## src/rtl/segpage_pkg.sv

```systemverilog
package segpage_pkg;
  typedef enum logic [1:0] {
    XL_OK          = 2'd0,
    XL_SEG_FAULT   = 2'd1,
    XL_BOUND_FAULT = 2'd2,
    XL_PAGE_FAULT  = 2'd3
  } xl_code_e;

  typedef enum logic [1:0] {
    ST_IDLE = 2'd0,
    ST_MEM  = 2'd1,
    ST_WAIT = 2'd2,
    ST_RESP = 2'd3
  } xl_state_e;
endpackage

```

## src/rtl/segpage_seg_regs.sv

```systemverilog
module segpage_seg_regs #(
  parameter int SEG_W     = 3,
  parameter int SEG_COUNT = 6,
  parameter int AW        = 32,
  parameter int BND_W     = 18
) (
  input  logic             clk,
  input  logic             rst_n,
  input  logic             wr_en,
  input  logic [SEG_W-1:0] wr_idx,
  input  logic [AW-1:0]    wr_base,
  input  logic [BND_W-1:0] wr_bound,
  input  logic [SEG_W-1:0] rd_idx,
  output logic [AW-1:0]    rd_base,
  output logic [BND_W-1:0] rd_bound,
  output logic             rd_present
);
  localparam int SLOTS = 1 << SEG_W;

  logic [AW-1:0]    base_arr  [SLOTS];
  logic [BND_W-1:0] bound_arr [SLOTS];

  for (genvar i = 0; i < SLOTS; i++) begin : g_slot
    if (i < SEG_COUNT) begin : g_impl
      logic [AW-1:0]    base_q;
      logic [BND_W-1:0] bound_q;
      always_ff @(posedge clk or negedge rst_n) begin
        if (!rst_n) begin
          base_q  <= '0;
          bound_q <= '0;
        end else if (wr_en && wr_idx == SEG_W'(i)) begin
          base_q  <= wr_base;
          bound_q <= wr_bound;
        end
      end
      assign base_arr[i]  = base_q;
      assign bound_arr[i] = bound_q;
    end else begin : g_absent
      assign base_arr[i]  = '0;
      assign bound_arr[i] = '0;
    end
  end

  assign rd_base    = base_arr[rd_idx];
  assign rd_bound   = bound_arr[rd_idx];
  assign rd_present = (32'(rd_idx) < SEG_COUNT);
endmodule

```

## src/rtl/segpage_check.sv

```systemverilog
module segpage_check
  import segpage_pkg::*;
#(
  parameter int VPN_W = 17,
  parameter int AW    = 32,
  parameter int BND_W = 18,
  parameter int PTE_SHIFT = 2
) (
  input  logic             present,
  input  logic [VPN_W-1:0] vpn,
  input  logic [AW-1:0]    base,
  input  logic [BND_W-1:0] bound,
  output xl_code_e         code,
  output logic [AW-1:0]    pte_addr
);
  logic in_range;

  assign in_range = (BND_W'(vpn) < bound);
  assign pte_addr = base + (AW'(vpn) << PTE_SHIFT);

  always_comb begin
    if (!present)       code = XL_SEG_FAULT;
    else if (!in_range) code = XL_BOUND_FAULT;
    else                code = XL_OK;
  end
endmodule

```

## src/rtl/segpage_xlate.sv

```systemverilog
module segpage_xlate
  import segpage_pkg::*;
#(
  parameter int SEG_W     = 3,
  parameter int VPN_W     = 17,
  parameter int OFF_W     = 12,
  parameter int PPN_W     = 18,
  parameter int SEG_COUNT = 6,
  parameter int AW        = 32,
  parameter int DW        = 32,
  localparam int VA_W     = SEG_W + VPN_W + OFF_W,
  localparam int PA_W     = PPN_W + OFF_W,
  localparam int BND_W    = VPN_W + 1
) (
  input  logic             clk,
  input  logic             rst_n,
  input  logic             seg_wr_en,
  input  logic [SEG_W-1:0] seg_wr_idx,
  input  logic [AW-1:0]    seg_wr_base,
  input  logic [BND_W-1:0] seg_wr_bound,
  input  logic             req_valid,
  output logic             req_ready,
  input  logic [VA_W-1:0]  req_vaddr,
  output logic             mem_req,
  output logic [AW-1:0]    mem_addr,
  input  logic             mem_rvalid,
  input  logic [DW-1:0]    mem_rdata,
  output logic             rsp_valid,
  input  logic             rsp_ready,
  output logic [1:0]       rsp_code,
  output logic [PA_W-1:0]  rsp_paddr,
  output logic             busy
);
  localparam int PTE_SHIFT = $clog2(DW / 8);
  localparam int VLD_BIT   = DW - 1;

  xl_state_e state_q;
  logic [SEG_W-1:0] va_seg;
  logic [VPN_W-1:0] va_vpn;
  logic [OFF_W-1:0] va_off;
  logic [AW-1:0]    sel_base;
  logic [BND_W-1:0] sel_bound;
  logic             sel_present;
  xl_code_e         chk_code;
  logic [AW-1:0]    chk_addr;

  logic [OFF_W-1:0] off_q;
  logic [AW-1:0]    pte_addr_q;
  xl_code_e         code_q;
  logic [PA_W-1:0]  paddr_q;
  logic             unused_rdata;

  assign va_seg = req_vaddr[VA_W-1 -: SEG_W];
  assign va_vpn = req_vaddr[OFF_W +: VPN_W];
  assign va_off = req_vaddr[OFF_W-1:0];
  assign unused_rdata = ^mem_rdata[VLD_BIT-1:PPN_W];

  segpage_seg_regs #(
    .SEG_W(SEG_W), .SEG_COUNT(SEG_COUNT), .AW(AW), .BND_W(BND_W)
  ) u_regs (
    .clk(clk), .rst_n(rst_n),
    .wr_en(seg_wr_en), .wr_idx(seg_wr_idx),
    .wr_base(seg_wr_base), .wr_bound(seg_wr_bound),
    .rd_idx(va_seg), .rd_base(sel_base), .rd_bound(sel_bound),
    .rd_present(sel_present)
  );

  segpage_check #(
    .VPN_W(VPN_W), .AW(AW), .BND_W(BND_W), .PTE_SHIFT(PTE_SHIFT)
  ) u_check (
    .present(sel_present), .vpn(va_vpn), .base(sel_base),
    .bound(sel_bound), .code(chk_code), .pte_addr(chk_addr)
  );

  always_ff @(posedge clk or negedge rst_n) begin
    if (!rst_n) begin
      state_q    <= ST_IDLE;
      off_q      <= '0;
      pte_addr_q <= '0;
      code_q     <= XL_OK;
      paddr_q    <= '0;
    end else begin
      unique case (state_q)
        ST_IDLE: if (req_valid) begin
          off_q      <= va_off;
          pte_addr_q <= chk_addr;
          if (chk_code != XL_OK) begin
            code_q  <= chk_code;
            paddr_q <= '0;
            state_q <= ST_RESP;
          end else begin
            state_q <= ST_MEM;
          end
        end
        ST_MEM: state_q <= ST_WAIT;
        ST_WAIT: if (mem_rvalid) begin
          if (mem_rdata[VLD_BIT]) begin
            code_q  <= XL_OK;
            paddr_q <= {mem_rdata[PPN_W-1:0], off_q};
          end else begin
            code_q  <= XL_PAGE_FAULT;
            paddr_q <= '0;
          end
          state_q <= ST_RESP;
        end
        ST_RESP: if (rsp_ready) state_q <= ST_IDLE;
        default: state_q <= ST_IDLE;
      endcase
    end
  end

  assign req_ready = (state_q == ST_IDLE);
  assign mem_req   = (state_q == ST_MEM);
  assign mem_addr  = pte_addr_q;
  assign rsp_valid = (state_q == ST_RESP);
  assign rsp_code  = code_q;
  assign rsp_paddr = paddr_q;
  assign busy      = (state_q != ST_IDLE);
endmodule

```

## config.mk

```make
export PLATFORM = sky130hd
export DESIGN_NAME = segpage_xlate
export DESIGN_NICKNAME = d
export VERILOG_FILES = /design/src/rtl/segpage_pkg.sv /design/src/rtl/segpage_seg_regs.sv /design/src/rtl/segpage_check.sv /design/src/rtl/segpage_xlate.sv
export SDC_FILE = /design/constraint.sdc
export NUM_CORES = 1
export LEC_CHECK = 0
export ABC_CLOCK_PERIOD_IN_PS = 8000
export BUFFER_PORTS_ARGS = -buffer_cell sky130_fd_sc_hd__buf_2
export CORE_UTILIZATION = 64
export DETAILED_ROUTE_END_ITERATION = 6
export PLACE_DENSITY = 0.86
export SETUP_SLACK_MARGIN = 0.1
export SLEW_MARGIN = 25
export SYNTH_ARGS = -nofsm -noshare
export SYNTH_HDL_FRONTEND = slang
export SYNTH_SLANG_ARGS = --single-unit
```

## constraint.sdc

```tcl
create_clock -name clk -period 8 [get_ports clk]
set_clock_uncertainty 0.2 [all_clocks]
set_input_delay 1.6 -clock clk [delete_from_list [all_inputs] [get_ports clk]]
set_output_delay 1.6 -clock clk [all_outputs]
set_load 0.005 [all_outputs]
```

==> qor_table.md <==
| Step | Quantity | This run |
|---|---|---|
| power | Static leakage power | 9.413 nW |
| logic synthesis | Main combinational cell family by area after synthesis | multiplexers |
| global routing | Pin count of the biggest net entering global routing | 133 |
| critical path | Data required time at the worst endpoint | 8220 ps |
| logic synthesis | Syn. warnings | 0 |
| timing | Hold Vio Cnt, Final | 0 |
| final layout | Final Instance Area | 20450 um2 |
| critical path | Maximum fanout encountered on the critical timing path | 32 |
| global routing | Via count of the first global-routing pass | 12320 |
| power | Clock network fraction of total power | 0.295 |
| route | Number of DRC violations after detailed routing | 0 |
| power | Share of power burned in combinational logic | 0.257 |
| route | First drt pass iteration count | 5 |
| clock tree | CTS tree | built |
| clock tree | Maximum clock path buffer count | 3 |
| timing | Min Tclk post-route | 5761 ps |
| logic synthesis | Fraction of registers with async set/reset | 1.000 |
| logic synthesis | Post-Syn Nets | 1515 |
| logic synthesis | Fraction of the mapped netlist area in compound gates | 0.04995 |
| power | Worst supply voltage drop on vdd | 0.2128 mV |
| logic synthesis | Post-synthesis adder-cell area fraction | 0.02689 |
| logic synthesis | Area share of the largest cell type after synthesis | 0.5266 |
| placed design | Final Wtd Congestion | 0.8558 |
| final layout | Synth-to-Final Area Change | 13.88% |
| timing | Relative slew slack | 0.3181 |
| critical path | Endpoint type of the worst setup path | register |
| critical path | Worst EP arrival | 5980 ps |
| global routing | Total global routing overflow | 0 |
| placed design | Port Buffer Count | 177 |
| route | Number of nets still failing antenna checks after routing | 0 |
| clock tree | Buffers inserted by post-CTS timing repair | 0 |
| power | Part of the total power dissipated in sequential elements | 0.448 |
| die | Ports | 191 |
| final layout | Final core utilization | 0.7506 |
| timing | Number of setup violations in the final report | 0 |
| clock tree | Later-pin clock latency in the skew report | 540 ps |
| timing | Post-route setup slack | 2239 ps |
| clock tree | Clock input transition at the sequential cells of the worst setup and hold paths | 60 ps |
| worst hold path | Type of the worst min-delay path | register to register |
| timing | Timing-limited maximum frequency | 0.1736 GHz |
| logic synthesis | Post-synthesis cell type with the largest combined area | dfrtp_1 |
| placed design | Cell area after placement | 19160 um2 |
| clock tree | Hold buffers post-CTS | 0 |
| timing | RSZ-0062 raised after global routing | no |
| critical path | Critical path class | input port to register |
| clock tree | CTS root buffer | clkbuf_16 |
| die | Effective utilization at floorplan | 0.6591 |
| timing | Slew Viols, Final | 0 |
| timing | Post-route clock period utilization | 0.7201 |
| route | First DRT Iteration DRCs | 815 |
| power | Power Total | 6.023 mW |
| route | Detailed-route wire length | 41.70 mm |
| power | Sw Share | 0.2902 |
| run status | Outcome | finished clean |
| global routing | Wire length of the first global-routing pass | 66.06 mm |
| power | Cell-internal power | 4.275 mW |
| clock tree | Number of instances resized during post-cts repair | 0 |
| die | Overall die width | 169.5 um |
| die | Die Height | 169.5 um |
| final layout | Number of nets in the layout | 1674 |
| die | CORE AREA | 27250 um2 |
| logic synthesis | EDFF count, synth | 0 |
| timing | Final total negative setup slack | 0 ps |
| route | DR vias/cell | 6.121 |
| timing | Transition at the pin with the smallest max-transition slack | 1023 ps |
| die | DIE AREA | 28740 um2 |
| power | Pwr per Cell Area | 294.5 nW/um2 |
| route | Mean routed wirelength per cell | 21.74 um |
| placed design | Final HPWL DP | 26.31 mm |
| global routing | Number of antenna violations at the first check in global routing | 7 |
| final layout | Share of post-route cells with drive strength above 1 | 0.4273 |
| clock tree | CTS buffer count | 39 |
| logic synthesis | Synth area leaders | dfrtp_1, mux2_2, mux4_2, mux2i_1, ha_1 |
| job | Count of max-cap constraint violations | 0 |
| logic synthesis | Multiplexer share of the synthesized area | 0.3060 |
| clock tree | Sinks on the clock net | 378 |
| logic synthesis | Syn avg cell area | 13.27 um2 |
| power | Net load switching power | 1.748 mW |
| logic synthesis | Number of flip-flops and latches in the synthesized netlist | 378 |
| placed design | Setup Slack @ Placement | 1744 ps |
| route | Count of vias placed by the detailed router | 11740 |
| logic synthesis | Number of instances in the synthesized netlist | 1354 |
| critical path | Startpoint Class | input port |
| logic synthesis | Synth Area in Simple Gates | 0.05545 |
| logic synthesis | Commonest register cell after synthesis | dfrtp_1 |
| global routing | Global-route total usage across every layer | 0.2995 |
| clock tree | Deepest level of the CTS H-tree | 2 |
| die | Row cnt | 60 |
| logic synthesis | Unique cell type count in the Yosys netlist | 54 |
| logic synthesis | Post-synthesis cell area | 17960 um2 |
| logic synthesis | Xor-xnor portion of the synthesized cell area | 0.01317 |
| logic synthesis | Sequential cell area fraction in the yosys report | 0.5266 |
[cells by family (layout without fill, tap and decap cells)]
group | after synthesis | after routing
buffers and inverters | 91 | 277
flip-flops | 378 | 378
AND/OR/NAND/NOR | 210 | 210
XOR/XNOR | 27 | 27
multiplexers | 456 | 456
adder cells (fa/ha/maj) | 38 | 38
other | 0 | 6
AO/OA/AOI/OAI | 154 | 154
[critical path, stage by stage]
cell and delay [ps]:
buf_2 640, nand2b_2 830, buf_4 370, nor2_1 80, a21oi_1 250, ha_1 190
nand3_1 90, nor3_1 340, and3_1 250, o31ai_1 80, a31oi_1 470, o21ai_2 100
buf_4 280, mux2_1 360
[power by group through the flow]
stage                     combinational, mW  clock (mW)  sequential (mW)
after floorplan                        1.05           0             2.66
after global placement                 1.46           0             2.68
after detailed placement               1.53           0             2.72
after CTS                              1.55        1.79             2.69
after global routing                   1.69        1.88             2.75
final                                  1.55        1.78             2.70
[worst paths after layout]
kind	from	end	slack [ps]	cells past startpoint
max	req_vaddr[30]	rsp_paddr[18]$_DFFE_PN0P_	2240	14
min	mem_addr[9]$_DFFE_PN0P_	mem_addr[9]$_DFFE_PN0P_	270	2
max reg2reg	u_regs.g_slot[2].g_impl.base_q[2]$_DFFE_PN0P_	mem_addr[24]$_DFFE_PN0P_	4040	12
min reg2reg	mem_addr[9]$_DFFE_PN0P_	mem_addr[9]$_DFFE_PN0P_	270	2
max in group asynchronous	rst_n	u_regs.g_slot[2].g_impl.base_q[5]$_DFFE_PN0P_	5470	3
min in group asynchronous	rst_n	u_regs.g_slot[2].g_impl.base_q[27]$_DFFE_PN0P_	760	1
[cell usage after synthesis, drive strengths merged, types with 3 or more instances]
master,instances
buf,31
nand2,76
a211oi,3
inv,13
clkbuf,47
nor2,54
a21oi,43
nor4,4
ha,37
a21o,8
nand2b,4
mux2i,63
xnor2,17
dfrtp,378
xor2,10
o211ai,6
nor2b,6
o21ai,66
a31oi,4
o22ai,6
nand3,10
a221oi,3
mux2,354
and3,32
mux4,39
nor3,12
o32ai,3
[registers in the layout (all words and copies together), names as in the netlist]
signal / flops
state_q: 2
rsp_code: 2
u_regs.g_slot.g_impl.bound_q: 108
off_q: 12
u_regs.g_slot.g_impl.base_q: 192
rsp_paddr: 30
mem_addr: 32
[routing by layer]
layer,vias up,wire [um],GRT usage
met5,-,13,0
met4,2,1263,0.1065
met3,85,2689,0.05340
met2,387,20470,0.5021
met1,6016,17260,0.3951
li1,5250,-,-
[cells in the final DEF (no fill, tap or decap), types with 6 or more instances in the layout]
| cell type | n |
|---|---|
| a21o_1 | 8 |
| a21oi_1 | 43 |
| and3_1 | 32 |
| buf_2 | 175 |
| buf_4 | 19 |
| clkbuf_1 | 10 |
| clkbuf_16 | 39 |
| clkbuf_8 | 8 |
| dfrtp_1 | 378 |
| diode_2 | 6 |
| ha_1 | 37 |
| inv_1 | 12 |
| mux2_2 | 353 |
| mux2i_1 | 63 |
| mux4_2 | 39 |
| nand2_1 | 75 |
| nand3_1 | 10 |
| nor2_1 | 54 |
| nor2b_1 | 6 |
| nor3_1 | 11 |
| o211ai_1 | 6 |
| o21ai_0 | 65 |
| o22ai_1 | 6 |
| xnor2_1 | 17 |
| xor2_1 | 10 |
[per-stage QoR]
step | std cells | hold slack [ps]
6_report | 1918 | 272.8
5_1_grt | 1913 | 302.4
4_1_cts | 1911 | 277.2
3_5_place_dp | 1843 | 264.4
3_3_place_gp | 1843 | 260.5
2_1_floorplan | 1354 | 271.2
[area by class of cell]
cell class,instances,area (um2)
diodes,6,15.01
clock buffers,57,1124
clock inverters,11,121.4
fillers,1688,6798
inverters,13,48.80
multi-input cells,885,8159
flip-flops and latches,378,9459
well taps,372,465.4
repair buffers,196,1061
Note: power is estimated with default switching activity, not from simulation.
